[config.mk]
export PLATFORM = sky130hd
export DESIGN_NAME = disp_seq_top
export DESIGN_NICKNAME = d
export VERILOG_FILES = /design/src/rtl/disp_seq_pkg.sv /design/src/rtl/disp_seq_cmd.sv /design/src/rtl/disp_seq_sync.sv /design/src/rtl/disp_seq_arb.sv /design/src/rtl/disp_seq_fsm.sv /design/src/rtl/disp_seq_top.sv
export SDC_FILE = /design/constraint.sdc
export NUM_CORES = 1
export LEC_CHECK = 0
export ABC_CLOCK_PERIOD_IN_PS = 2140
export BUFFER_PORTS_ARGS = -buffer_cell sky130_fd_sc_hd__buf_2
export CAP_MARGIN = 20
export CELL_PAD_IN_SITES_DETAIL_PLACEMENT = 1
export CELL_PAD_IN_SITES_GLOBAL_PLACEMENT = 1
export CORE_MARGIN = 5
export CORE_UTILIZATION = 39
export DETAILED_ROUTE_END_ITERATION = 8
export HOLD_SLACK_MARGIN = 0.03
export MAX_ROUTING_LAYER = met4
export PLACE_DENSITY_LB_ADDON = 0.1
export SETUP_SLACK_MARGIN = 0.1
export SYNTH_ARGS = -nofsm -noshare
export SYNTH_HDL_FRONTEND = slang
export SYNTH_SLANG_ARGS = --single-unit
[constraint.sdc]
create_clock -name clk -period 2.14 [get_ports clk]
set_input_delay 0.321 -clock clk [delete_from_list [all_inputs] [get_ports clk]]
set_output_delay 0.321 -clock clk [all_outputs]
set_load 0.1 [all_outputs]
[src/rtl/disp_seq_pkg.sv]
package disp_seq_pkg;
   typedef enum logic {
      SQ_IDLE = 1'b0,
      SQ_WAIT = 1'b1
   } sq_state_e;
endpackage

[src/rtl/disp_seq_cmd.sv]
module disp_seq_cmd #(
   parameter int NSTAGE = 3
) (
   input  logic              clk,
   input  logic              rst_n,
   input  logic              wr,
   input  logic              sel,
   input  logic [NSTAGE-1:0] bits,
   input  logic [NSTAGE-1:0] clr_en,
   input  logic [NSTAGE-1:0] clr_dis,
   output logic [NSTAGE-1:0] pend_en,
   output logic [NSTAGE-1:0] pend_dis
);
   logic [NSTAGE-1:0] set_en, set_dis;

   assign set_en  = (wr && !sel) ? bits : '0;
   assign set_dis = (wr &&  sel) ? bits : '0;

   always_ff @(posedge clk) begin
      if (!rst_n) begin
         pend_en  <= '0;
         pend_dis <= '0;
      end else begin
         pend_en  <= set_en  | (pend_en  & ~clr_en  & ~set_dis);
         pend_dis <= set_dis | (pend_dis & ~clr_dis & ~set_en);
      end
   end


   excl_pend_chk: assert property (@(posedge clk) disable iff (!rst_n)
      (pend_en & pend_dis) == '0);
endmodule

[src/rtl/disp_seq_sync.sv]
module disp_seq_sync #(
   parameter int NSTAGE      = 3,
   parameter int SYNC_STAGES = 2
) (
   input  logic              clk,
   input  logic              rst_n,
   input  logic [NSTAGE-1:0] ack,
   output logic [NSTAGE-1:0] status
);
   generate
      if (SYNC_STAGES == 1) begin : g_one
         always_ff @(posedge clk) begin
            if (!rst_n) status <= '0;
            else        status <= ack;
         end
      end else begin : g_two
         logic [NSTAGE-1:0] meta;
         always_ff @(posedge clk) begin
            if (!rst_n) begin
               meta   <= '0;
               status <= '0;
            end else begin
               meta   <= ack;
               status <= meta;
            end
         end
      end
   endgenerate


   status_follow_chk: assert property (@(posedge clk) disable iff (!rst_n)
      (status != $past(status)) |-> (status == $past(ack, SYNC_STAGES)));
endmodule

[src/rtl/disp_seq_arb.sv]
module disp_seq_arb #(
   parameter int NSTAGE = 3,
   localparam int IW    = (NSTAGE > 1) ? $clog2(NSTAGE) : 1
) (
   input  logic [NSTAGE-1:0] pend_en,
   input  logic [NSTAGE-1:0] pend_dis,
   input  logic [NSTAGE-1:0] req,
   input  logic [NSTAGE-1:0] status,
   output logic              pick_vld,
   output logic [IW-1:0]     pick_idx,
   output logic              pick_lvl,
   output logic [NSTAGE-1:0] drop_en,
   output logic [NSTAGE-1:0] drop_dis
);
   logic [NSTAGE-1:0] ok_en, ok_dis;

   assign drop_en  = pend_en  &  req;
   assign drop_dis = pend_dis & ~req;

   for (genvar g = 0; g < NSTAGE; g++) begin : g_ok
      if (g == 0) begin : g_lo
         assign ok_en[g] = pend_en[g] & ~req[g];
      end else begin : g_lo
         assign ok_en[g] = pend_en[g] & ~req[g] & status[g-1];
      end
      if (g == NSTAGE-1) begin : g_hi
         assign ok_dis[g] = pend_dis[g] & req[g];
      end else begin : g_hi
         assign ok_dis[g] = pend_dis[g] & req[g] & ~status[g+1];
      end
   end

   // disables take priority, highest stage first; enables lowest stage first
   always_comb begin
      pick_vld = 1'b0;
      pick_idx = '0;
      pick_lvl = 1'b0;
      for (int i = NSTAGE-1; i >= 0; i--) begin
         if (ok_en[i]) begin
            pick_vld = 1'b1;
            pick_idx = IW'(i);
            pick_lvl = 1'b1;
         end
      end
      for (int i = 0; i < NSTAGE; i++) begin
         if (ok_dis[i]) begin
            pick_vld = 1'b1;
            pick_idx = IW'(i);
            pick_lvl = 1'b0;
         end
      end
   end
endmodule

[src/rtl/disp_seq_fsm.sv]
module disp_seq_fsm
   import disp_seq_pkg::*;
#(
   parameter int NSTAGE = 3,
   localparam int IW    = (NSTAGE > 1) ? $clog2(NSTAGE) : 1
) (
   input  logic              clk,
   input  logic              rst_n,
   input  logic              pick_vld,
   input  logic [IW-1:0]     pick_idx,
   input  logic              pick_lvl,
   input  logic [NSTAGE-1:0] drop_en,
   input  logic [NSTAGE-1:0] drop_dis,
   input  logic [NSTAGE-1:0] status,
   output logic [NSTAGE-1:0] req,
   output logic [NSTAGE-1:0] clr_en,
   output logic [NSTAGE-1:0] clr_dis,
   output logic              busy,
   output logic              done
);
   sq_state_e         state;
   logic [IW-1:0]     idx;
   logic              lvl;
   logic [NSTAGE-1:0] issue_vec;
   logic              issue;

   assign issue     = (state == SQ_IDLE) && pick_vld;
   assign issue_vec = issue ? (NSTAGE'(1) << pick_idx) : '0;
   assign clr_en    = drop_en  | (pick_lvl  ? issue_vec : '0);
   assign clr_dis   = drop_dis | (!pick_lvl ? issue_vec : '0);
   assign busy      = (state == SQ_WAIT) || pick_vld;

   always_ff @(posedge clk) begin
      if (!rst_n) begin
         state <= SQ_IDLE;
         idx   <= '0;
         lvl   <= 1'b0;
         req   <= '0;
         done  <= 1'b0;
      end else begin
         done <= 1'b0;
         case (state)
            SQ_IDLE: if (pick_vld) begin
               req[pick_idx] <= pick_lvl;
               idx           <= pick_idx;
               lvl           <= pick_lvl;
               state         <= SQ_WAIT;
            end
            SQ_WAIT: if (status[idx] == lvl) begin
               state <= SQ_IDLE;
               done  <= (lvl && idx == IW'(NSTAGE-1)) || (!lvl && idx == '0);
            end
            default: state <= SQ_IDLE;
         endcase
      end
   end


   single_step_chk: assert property (@(posedge clk) disable iff (!rst_n)
      $countones(req ^ $past(req)) <= 1);

   issue_busy_chk: assert property (@(posedge clk) disable iff (!rst_n)
      (req != $past(req)) |=> busy);

   idle_settled_chk: assert property (@(posedge clk) disable iff (!rst_n)
      !busy |-> (req == status));

   done_pulse_chk: assert property (@(posedge clk) disable iff (!rst_n)
      done |=> !done);

   for (genvar g = 1; g < NSTAGE; g++) begin : g_en_ord

      en_order_chk: assert property (@(posedge clk) disable iff (!rst_n)
         $rose(req[g]) |-> status[g-1]);
   end
   for (genvar g = 0; g < NSTAGE-1; g++) begin : g_dis_ord

      dis_order_chk: assert property (@(posedge clk) disable iff (!rst_n)
         $fell(req[g]) |-> !status[g+1]);
   end
endmodule

[src/rtl/disp_seq_top.sv]
module disp_seq_top #(
   parameter int NSTAGE      = 3,
   parameter int SYNC_STAGES = 2,
   localparam int IW         = (NSTAGE > 1) ? $clog2(NSTAGE) : 1
) (
   input  logic              clk,
   input  logic              rst_n,
   input  logic              cmd_wr,
   input  logic              cmd_sel,
   input  logic [NSTAGE-1:0] cmd_bits,
   output logic [NSTAGE-1:0] stage_req,
   input  logic [NSTAGE-1:0] stage_ack,
   output logic [NSTAGE-1:0] stat_bits,
   output logic              busy,
   output logic              seq_done
);
   if (NSTAGE < 2 || NSTAGE > 8) begin : g_bad_nstage
      $error("disp_seq_top: NSTAGE must lie in 2..8");
   end
   if (SYNC_STAGES < 1 || SYNC_STAGES > 2) begin : g_bad_sync
      $error("disp_seq_top: SYNC_STAGES must be 1 or 2");
   end

   logic [NSTAGE-1:0] pend_en, pend_dis, clr_en, clr_dis, drop_en, drop_dis;
   logic              pick_vld, pick_lvl;
   logic [IW-1:0]     pick_idx;

   disp_seq_cmd #(.NSTAGE(NSTAGE)) u_cmd (
      .clk(clk), .rst_n(rst_n), .wr(cmd_wr), .sel(cmd_sel), .bits(cmd_bits),
      .clr_en(clr_en), .clr_dis(clr_dis), .pend_en(pend_en), .pend_dis(pend_dis)
   );

   disp_seq_sync #(.NSTAGE(NSTAGE), .SYNC_STAGES(SYNC_STAGES)) u_sync (
      .clk(clk), .rst_n(rst_n), .ack(stage_ack), .status(stat_bits)
   );

   disp_seq_arb #(.NSTAGE(NSTAGE)) u_arb (
      .pend_en(pend_en), .pend_dis(pend_dis), .req(stage_req), .status(stat_bits),
      .pick_vld(pick_vld), .pick_idx(pick_idx), .pick_lvl(pick_lvl),
      .drop_en(drop_en), .drop_dis(drop_dis)
   );

   disp_seq_fsm #(.NSTAGE(NSTAGE)) u_fsm (
      .clk(clk), .rst_n(rst_n), .pick_vld(pick_vld), .pick_idx(pick_idx),
      .pick_lvl(pick_lvl), .drop_en(drop_en), .drop_dis(drop_dis),
      .status(stat_bits), .req(stage_req), .clr_en(clr_en), .clr_dis(clr_dis),
      .busy(busy), .done(seq_done)
   );
endmodule

==> flow_metrics.env, run 1 <==
export IMPL_gr_total_overflow=0
export IMPL_min_path_type="in -> reg"
export IMPL_fillers=277
export IMPL_synth_compound_area_share_pct=21.24
export IMPL_dp_hpwl_um=1749
export IMPL_synth_xor_area_share_pct=0.9472
export IMPL_reg2reg_from="u_sync.status[2]"
export IMPL_cts_buffers=3
export IMPL_synthFlopType="dfxtp_1"
export IMPL_cp_end_kind="output pin"
export IMPL_gp_congestion=0.8565
export IMPL_die_w_um=58.69
export IMPL_clock_path_buffers=2
export IMPL_netlist_area_um2=924.6
export IMPL_drc=0
export IMPL_clock_skew_ns=0.002749
export IMPL_die_area_mm2=0.003445
export IMPL_start_util_pct=41.40
export IMPL_rsz0062_at_grt="no"
export IMPL_reg2reg_depth=4
export IMPL_firstDrtPassIters=4
export IMPL_layout_nets=131
export IMPL_n_antenna_cell=0
export IMPL_path_buf_inv=1
export IMPL_drtIter0Drc=11
export IMPL_power_density_mw_per_mm2=661.8
export IMPL_synth_async_sr_flop_share_pct=0
export IMPL_worstPathMaxFanout=8
export IMPL_synthAdderAreaFrac_pct=0
export IMPL_wl_um=2290
export IMPL_fmax_mhz=519.9
export IMPL_layout_commonest_cell="buf_2"
export IMPL_portBuffers=17
export IMPL_routed_via_density=5.568
export IMPL_whs_path_depth=2
export IMPL_synth_simple_area_share_pct=29.23
export IMPL_post_synth_inst_count=99
export IMPL_drive_gt1_share_pct=31.67
export IMPL_synth_seq_cells=20
export IMPL_timing_rr_end="u_cmd.pend_en[0]"
export IMPL_syn_area_per_cell_um2=9.340
export IMPL_grt_pass1_wl_um=4084
export IMPL_routedWlPerCell_um=15.47
export IMPL_boundaryPins=18
export IMPL_ir_drop_mv=0.4445
export IMPL_worstPathRequired_ns=1.82
export IMPL_synth_top_area_cell="dfxtp_1"
export IMPL_slew_limit_headroom_pct=67.56
export IMPL_whs_ns=0.2051
export IMPL_crit_chain="and2b_2 -> a211oi_4 -> nand3b_1 -> buf_4"
export IMPL_cap_violations=0
export IMPL_status="finished, final reports clean"
export IMPL_vias=824
export IMPL_start_kind="flop"
export IMPL_grt_max_degree=14
export IMPL_rows=17
export IMPL_synth_edf_count=0
export IMPL_design_area_mm2=0.001105
export IMPL_hold_end="u_sync.g_two.meta[1]"
export IMPL_grt_pass1_vias=886
export IMPL_synth_area_leaders="dfxtp_1 (43%), a211oi_4 (4.3%), a21oi_1 (4.3%)"
export IMPL_slowest_stage="dfxtp_4"
export IMPL_setup_violations=0
export IMPL_maxSlewViolCount=0
export IMPL_synth_top_family_by_area="simple AND/OR/NAND/NOR gates"
export IMPL_clkLatencyLatePin_ns=0.31
export IMPL_cts_sinks=20
export IMPL_critical_path_top_delay_family="flip-flops"
export IMPL_postRouteAntennaNets=0
export IMPL_reg2reg_slack_ns=0.47
export IMPL_final_cell_mix="buf_2 (16), dfxtp_1 (14), nand2_1 (10)"
export IMPL_path_clk_slew_ns=0.12
export IMPL_hold_buffers=0
export IMPL_worst_pin_slew_ns=0.4899
export IMPL_antenna_found_initial=0
export IMPL_period_needed_ns=1.924
export IMPL_ys_warnings_count=0
export IMPL_grt_total_usage_pct=16.15
export IMPL_h_tree_depth=1
export IMPL_ys_types=36
export IMPL_hold_viol=0
export IMPL_p_leak_nw=0.4557
export IMPL_ys_seq_area_share_pct=43.30
export IMPL_synth_nets=109
export IMPL_cts_root_buf="clkbuf_4"
export IMPL_cpPeakStageDelay_ns=0.40
export IMPL_timing_final_crit_share_pct=89.88
export IMPL_die_h_um=58.69
export IMPL_core_mm2=0.002233
export IMPL_critical_path_arrival_ns=1.60
export IMPL_min_from="stage_ack[1]"
export IMPL_dpl_cell_area_mm2=0.001059
export IMPL_cts_tree="done"
export IMPL_area_delta_synth_final_pct=19.49
export IMPL_critPathKind="reg -> out"
export IMPL_synth_top_area_share_pct=43.30
export IMPL_muxShareOfSynthArea_pct=2.165
## through the flow
stage	utilization [%]	TNS, ns	cells	power (mW)	worst slack [ns]
after floorplan	-	-0.05465	99	0.4777	-0.05465
after global placement	47.39	0	143	0.5048	0.4909
after detailed placement	47.39	0	143	0.5081	0.4717
after CTS	49.02	0	147	0.7389	0.1073
after global routing	49.47	0	148	0.7650	0.1341
final	49.47	0	148	0.7312	0.2165
## worst max-delay path by stage
stage / startpoint / to / slack (ns) / depth (start not counted)
6_report: u_fsm.req[1] / busy / 0.22 / 4
5_1_grt: u_fsm.req[1] / busy / 0.13 / 4
4_1_cts: u_fsm.req[2] / busy / 0.11 / 4
3_5_place_dp: u_fsm.req[2] / busy / 0.47 / 4
3_3_place_gp: u_fsm.req[2] / busy / 0.49 / 4
2_1_floorplan: u_fsm.req[2] / busy / -0.05 / 3
## where the power goes
part           switching, mW  total (mW)  internal, mW
registers             0.0108       0.391         0.381
clock network          0.125       0.229         0.104
logic                 0.0763       0.111        0.0348
total                  0.212       0.731         0.519
## per-layer routing
metal  vias to the layer above  global-route usage, %  share of wire (%)
met5                         -                      -                  0
met4                         0                  5.825                1.2
met3                         5                  5.482                4.6
met2                        15                  25.52                 48
met1                       399                  19.07                 46
li1                        405                      -                  -
## timing repair
| action | in CTS | in global routing |
|---|---|---|
| setup buffers | 0 | 1 |
| endpoints found under the setup margin | 0 | 1 |
| gates resized for setup | 0 | 2 |
## flip-flops by register name, indices dropped and copies added (netlist names)
register	cells
u_sync.g_two.meta	3
u_cmd.pend_en	3
u_fsm.done	1
u_cmd.pend_dis	3
u_fsm.lvl	1
u_fsm.req	3
u_fsm.state	1
u_sync.status	3
u_fsm.idx	2
## Yosys cell counts (2+ instances only)
cell	n
and2b_2	2
nand4_1	3
nand3b_1	4
and2_1	6
nand3_1	6
nand2_1	10
o21ai_0	2
or3b_1	2
and3b_2	2
o22ai_1	2
dfxtp_1	20
nor2_1	4
inv_1	3
or3_1	2
a21oi_1	8
mux2i_1	2
a211oi_4	2
## final cells by class
cell class | count | area (um2) | share of cell area, %
multi-input combinational | 73 | 495.5 | 44.85
tap | 28 | 35.03 | 3.171
clock buffer | 4 | 36.28 | 3.284
inverter | 4 | 15.01 | 1.359
timing repair buffer | 19 | 102.6 | 9.286
sequential | 20 | 420.4 | 38.05
## cells by family after synthesis
logic type,Yosys count
AO/OA/AOI/OAI,25
XOR/XNOR,1
buffers and inverters,6
flip-flops,20
multiplexers,2
AND/OR/NAND/NOR,45
No activity file was read; power rests on OpenSTA's default activity.
==> run 2: changes to the inputs <==
CORE_UTILIZATION = 40   (was 39)
SYNTH_HIERARCHICAL = 1   (was default)
==> run 2 against run 1 <==
Die area grew 5.2%. Combinational power grew 15%. Flip-flop and latch count is the same. Final cell count grew 18%. Clock power grew 18%. Non-clock buffer count grew 12. Critical endpoint is now u_cmd/pend_en[0]. Wire length grew 18%. Critical path depth grew 4.
==> flow_metrics.env, run 2 <==
export IMPL_cts_buffers=3
export IMPL_clock_skew_ns=0.007678
export IMPL_clkLatencyLatePin_ns=0.31
export IMPL_layout_nets=155
export IMPL_whs_path_depth=2
export IMPL_gp_congestion=0.8247
export IMPL_synth_common_cells="dfxtp_1 (20), nand2_1 (14), nand3b_1 (9)"
export IMPL_layout_commonest_cell="buf_2"
export IMPL_final_cells=174
export IMPL_synth_nets=120
export IMPL_rows=18
export IMPL_drc=0
export IMPL_maxSlewViolCount=0
export IMPL_rsz0062_at_grt="yes"
export IMPL_status="finished, final reports clean"
export IMPL_clock_path_buffers=2
export IMPL_cts_root_buf="clkbuf_4"
export IMPL_dp_hpwl_um=1881
export IMPL_hold_end="u_sync/g_two.meta[2]"
export IMPL_routedWlPerCell_um=15.48
export IMPL_vias=936
export IMPL_die_w_um=60.21
export IMPL_cts_sinks=20
export IMPL_setup_violations=0
export IMPL_cts_tree="done"
export IMPL_ys_seq_area_share_pct=39.70
export IMPL_grt_pass1_wl_um=4685
export IMPL_drive_gt1_share_pct=36.81
export IMPL_synth_seq_cells=20
export IMPL_post_synth_inst_count=110
export IMPL_cpPeakStageDelay_ns=0.55
export IMPL_setup_tns_ns=0
export IMPL_synth_edf_count=0
export IMPL_power_density_mw_per_mm2=582.8
export IMPL_reg2reg_slack_ns=0.03
export IMPL_worstPathRequired_ns=2.35
export IMPL_final_cell_mix="buf_2 (16), nand2_1 (14), buf_4 (13), dfxtp_1 (13), nand3b_1 (9)"
export IMPL_slew_limit_headroom_pct=67.15
export IMPL_crit_chain="buf_4 -> nand3b_1 -> nor4bb_1 -> or2_1 -> or4b_4 -> nand2b_4 -> and3b_1 -> o21a_1"
export IMPL_critPathKind="reg -> reg"
export IMPL_period_needed_ns=2.115
export IMPL_critical_path_arrival_ns=2.32
export IMPL_start_kind="flop"
export IMPL_critical_path_top_delay_family="simple AND/OR/NAND/NOR gates"
export IMPL_reg2reg_from="u_fsm/req[1]"
export IMPL_synth_top_area_share_pct=39.70
export IMPL_syn_area_per_cell_um2=9.168
export IMPL_synth_async_sr_flop_share_pct=0
export IMPL_worst_pin_slew_ns=0.4962
export IMPL_ys_warnings_count=6
export IMPL_grt_total_usage_pct=17.79
export IMPL_n_antenna_cell=0
export IMPL_timing_final_crit_share_pct=98.83
export IMPL_whs_ns=0.2128
export IMPL_path_buf_inv=1
export IMPL_yosysMostFrequentCell="dfxtp_1"
export IMPL_cap_violations=0
export IMPL_firstDrtPassIters=4
export IMPL_synthFlopType="dfxtp_1"
export IMPL_h_tree_depth=1
export IMPL_postRouteAntennaNets=0
export IMPL_ys_types=38
export IMPL_grt_pass1_vias=1004
export IMPL_wl_um=2694
export IMPL_netlist_area_mm2=0.001008
export IMPL_routed_via_density=5.379
export IMPL_gr_total_overflow=0
export IMPL_die_area_mm2=0.003625
export IMPL_synth_area_leaders="dfxtp_1 (40%), nand3b_1 (6.7%), a21boi_0 (6.0%)"
export IMPL_p_leak_nw=0.5895
export IMPL_synth_top_area_cell="dfxtp_1"
export IMPL_ir_drop_mv=0.3929
export IMPL_die_h_um=60.21
export IMPL_cp_end_kind="flop"
export IMPL_grt_max_degree=23
export IMPL_hold_viol=0
export IMPL_fmax_mhz=472.8
export IMPL_boundaryPins=18
export IMPL_path_clk_slew_ns=0.13
export IMPL_worstPathMaxFanout=5
export IMPL_core_mm2=0.002455
export IMPL_antenna_found_initial=0
export IMPL_hold_buffers=0
export IMPL_min_from="stage_ack[2]"
export IMPL_start_util_pct=41.08
export IMPL_dp_cells=160
export IMPL_portBuffers=17
export IMPL_timing_rr_end="u_cmd/pend_en[0]"
export IMPL_min_path_type="in -> reg"
export IMPL_drtIter0Drc=24
export IMPL_slowest_stage="or4b_4"
export IMPL_reg2reg_depth=8
export IMPL_area_delta_synth_final_pct=34.00
-- run 2: changes by cell type in the layout (fill, tap and decap cells not counted), sizes merged, moves of 4 or more --
| cell | change |
|---|---|
| a21boi | +9 |
| nand2 | +4 |
| a21oi | -8 |
| nand3b | +5 |
| buf | +12 |
-- run 2: metrics by stage --
stage | setup slack [ns] | util (%) | cell area [um2] | power, mW
5_1_grt | -0.05758 | 55.05 | 1351 | 0.8291
4_1_cts | 0.02848 | 52.19 | 1281 | 0.7866
6_report | 0.02503 | 55.05 | 1351 | 0.7875
2_1_floorplan | 0.006474 | - | 1037 | 0.4717
3_3_place_gp | 0.1426 | 48.32 | 1186 | 0.5020
3_5_place_dp | 0.07221 | 48.32 | 1186 | 0.5049
-- run 2: worst max path at each step --
stage | from | to | slack, ns | depth (start not counted)
global route | u_fsm/req[1] | u_cmd/pend_en[0] | -0.06 | 8
global placement | u_fsm/req[2] | u_cmd/pend_en[2] | 0.14 | 9
detailed placement | u_cmd/pend_en[0] | u_cmd/pend_en[0] | 0.07 | 8
finish | u_fsm/req[1] | u_cmd/pend_en[0] | 0.03 | 8
floorplan | u_fsm/req[1] | u_cmd/pend_en[0] | 0.006 | 7
CTS | u_fsm/req[1] | u_cmd/pend_en[0] | 0.03 | 9
-- run 2: worst reg2reg max path, stage by stage, from the launching register on --
cell and delay (ns):
dfxtp_4 0.36, buf_4 0.11, nand3b_1 0.16, nor4bb_1 0.18, or2_1 0.24, or4b_4 0.55, nand2b_4 0.08, and3b_1 0.17
o21a_1 0.17
-- run 2: cell families (layout without fill, tap and decap cells) --
| family | count (synthesis) | after routing | share of synthesized area [%] |
|---|---|---|---|
| compound gates | 20 | 20 | 15.39 |
| mux | 1 | 1 | 0.9926 |
| simple gates | 66 | 66 | 42.80 |
| buf+inv | 3 | 37 | 1.117 |
| flops | 20 | 20 | 39.70 |
-- run 2: area by class of cell --
cell class	instances	area [um2]
timing repair buffer	31	200.2
sequential	20	424.2
inverter	2	7.507
fill	291	1104
tap	30	37.54
clock buffer	4	47.55
multi-input combinational	87	634.4
-- run 2: per-layer routing --
layer	wire, um	global-route usage (%)	vias up	share of wire [%]
met4	17	6.646	0	0.63
met5	0	-	-	0
met1	1262	22.14	451	47
li1	-	-	465	-
met2	1309	27.93	18	49
met3	105	3.888	2	3.9
-- run 2: power breakdown --
group / switching, mW / internal (mW) / leakage [nW]
clock: 0.129 / 0.143 / 0.0261
sequential: 0.00941 / 0.379 / 0.168
combinational: 0.0754 / 0.0525 / 0.395
total: 0.213 / 0.574 / 0.590
-- run 2: what timing repair did --
item / CTS / global route
gates cloned: 0 / 0
setup endpoints to repair: 3 / 5
gates resized for setup: 4 / 5
pin swaps: 3 / 5
setup buffers: 5 / 5
==> run 3: changes to the inputs <==
ABC_CLOCK_PERIOD_IN_PS = 2400   (was 2140)
clock period = 2.4 ns   (was 2.14 ns; I/O delays follow)
==> run 3 against run 2 <==
Register-to-register slack better by 0.26 ns. Critical path depth fell by 3. Critical endpoint is now busy. Count of clock-buffer cells in the layout fell by 1. Critical path type is now reg -> out.
==> flow_metrics.env, run 3 (synthesis gave the netlist of run 2 again) <==
export IMPL_status="finished, final reports clean"
export IMPL_setup_tns_ns=0
export IMPL_antenna_found_initial=0
export IMPL_min_from="stage_ack[0]"
export IMPL_grtUsageMet3_pct=3.240
export IMPL_vias=899
export IMPL_setup_violations=0
export IMPL_hold_viol=0
export IMPL_dpl_cell_area_mm2=0.001162
export IMPL_fmax_mhz=468.7
export IMPL_drive_gt1_share_pct=28.36
export IMPL_h_tree_depth=1
export IMPL_die_area_mm2=0.003625
export IMPL_maxSlewViolCount=0
export IMPL_gr_total_overflow=0
export IMPL_cap_violations=0
export IMPL_design_area_mm2=0.001222
export IMPL_firstDrtPassIters=4
export IMPL_grt_pass1_wl_um=4367
export IMPL_drc=0
export IMPL_finalPower_mw=0.7261
export IMPL_post_cts_setup_buffers=1
export IMPL_fillers=297
export IMPL_n_antenna_cell=0
export IMPL_post_route_worst_setup_slack_ns=0.2662
export IMPL_cp_end_kind="output pin"
export IMPL_clock_skew_ns=0.001895
export IMPL_routed_via_density=5.482
export IMPL_reg2reg_from="u_fsm/req[1]"
export IMPL_min_path_type="in -> reg"
export IMPL_grt_total_usage_pct=16.58
export IMPL_cts_resized=0
export IMPL_pre_cts_ws_ns=0.2933
export IMPL_worstPathMaxFanout=6
export IMPL_cts_root_buf="clkbuf_4"
export IMPL_worst_pin_slew_ns=0.4880
export IMPL_dp_cells=159
export IMPL_drtIter0Drc=25
export IMPL_clock_path_buffers=2
export IMPL_grt_max_degree=23
export IMPL_timing_final_crit_share_pct=88.91
export IMPL_start_util_pct=41.08
export IMPL_power_density_mw_per_mm2=594.0
export IMPL_path_clk_slew_ns=0.12
export IMPL_wl_um=2558
export IMPL_cts_tree="done"
export IMPL_worstPathRequired_ns=2.04
export IMPL_period_needed_ns=2.134
export IMPL_dp_hpwl_um=1836
export IMPL_final_cell_mix="buf_2 (17), nand2_1 (14), dfxtp_1 (14)"
export IMPL_grt_busiest_layer="met2"
export IMPL_die_w_um=60.21
export IMPL_gp_congestion=0.8293
export IMPL_whs_ns=0.2555
export IMPL_layout_commonest_cell="buf_2"
export IMPL_final_cells=164
export IMPL_rows=18
export IMPL_slew_limit_headroom_pct=67.69
export IMPL_reg2reg_slack_ns=0.29
export IMPL_ir_drop_mv=0.3510
export IMPL_grt_pass1_vias=917
export IMPL_critical_path_arrival_ns=1.77
export IMPL_boundaryPins=18
export IMPL_post_route_util_pct=49.80
export IMPL_routedWlPerCell_um=15.60
export IMPL_gr_usage_met1_pct=21.32
export IMPL_die_h_um=60.21
export IMPL_p_leak_nw=0.5343
export IMPL_critPathKind="reg -> out"
export IMPL_start_kind="flop"
export IMPL_rsz0062_at_grt="no"
export IMPL_cts_buffers=3
export IMPL_cts_sinks=20
export IMPL_area_delta_synth_final_pct=21.22
export IMPL_portBuffers=17
export IMPL_grt_util_met2_pct=26.23
export IMPL_postRouteAntennaNets=0
export IMPL_hold_buffers=0
export IMPL_layout_nets=145
export IMPL_clkLatencyLatePin_ns=0.30
export IMPL_core_mm2=0.002455
export IMPL_startpoint="u_fsm/req[1]"
run 3: cell types whose count changed in the layout (fill, tap and decap cells not counted), sizes merged:
cell,delta
buf,-10
bufinv,+1
clkbuf,-1
run 3: layout make-up:
class                      instances  area [um2]  area share [%]
inverter                           2       7.507          0.6141
clock inverter                     1       30.03           2.457
clock buffer                       3       22.52           1.842
timing repair buffer              21       115.1           9.417
multi-input combinational         87       596.8           48.82
tap                               30       37.54           3.071
sequential                        20       412.9           33.78
run 3: report_power, final:
part           switching [mW]  leakage (nW)  internal [mW]
logic                  0.0641         0.340         0.0329
clock network           0.111        0.0279          0.169
registers             0.00814         0.167          0.342
total                   0.183         0.534          0.543
run 3: worst paths after layout:
check,depth (start not counted),end
hold / removal,2,u_sync/g_two.meta[0]
setup / recovery,5,busy
hold reg to reg,1,u_sync/status[0]
setup reg to reg,9,u_cmd/pend_en[0]
run 3: worst max-delay path: stages (launching register included):
cell and delay [ns]:
dfxtp_2 0.39, nand3b_1 0.16, and3b_1 0.22, nand4_1 0.11
or2_2 0.29, buf_2 0.29
run 3: per-layer routing:
layer  vias to the layer above  routed length [um]
met1                       446                1221
li1                        442                   -
met5                         -                   0
met2                         9                1256
met3                         2                  62
met4                         0                  19
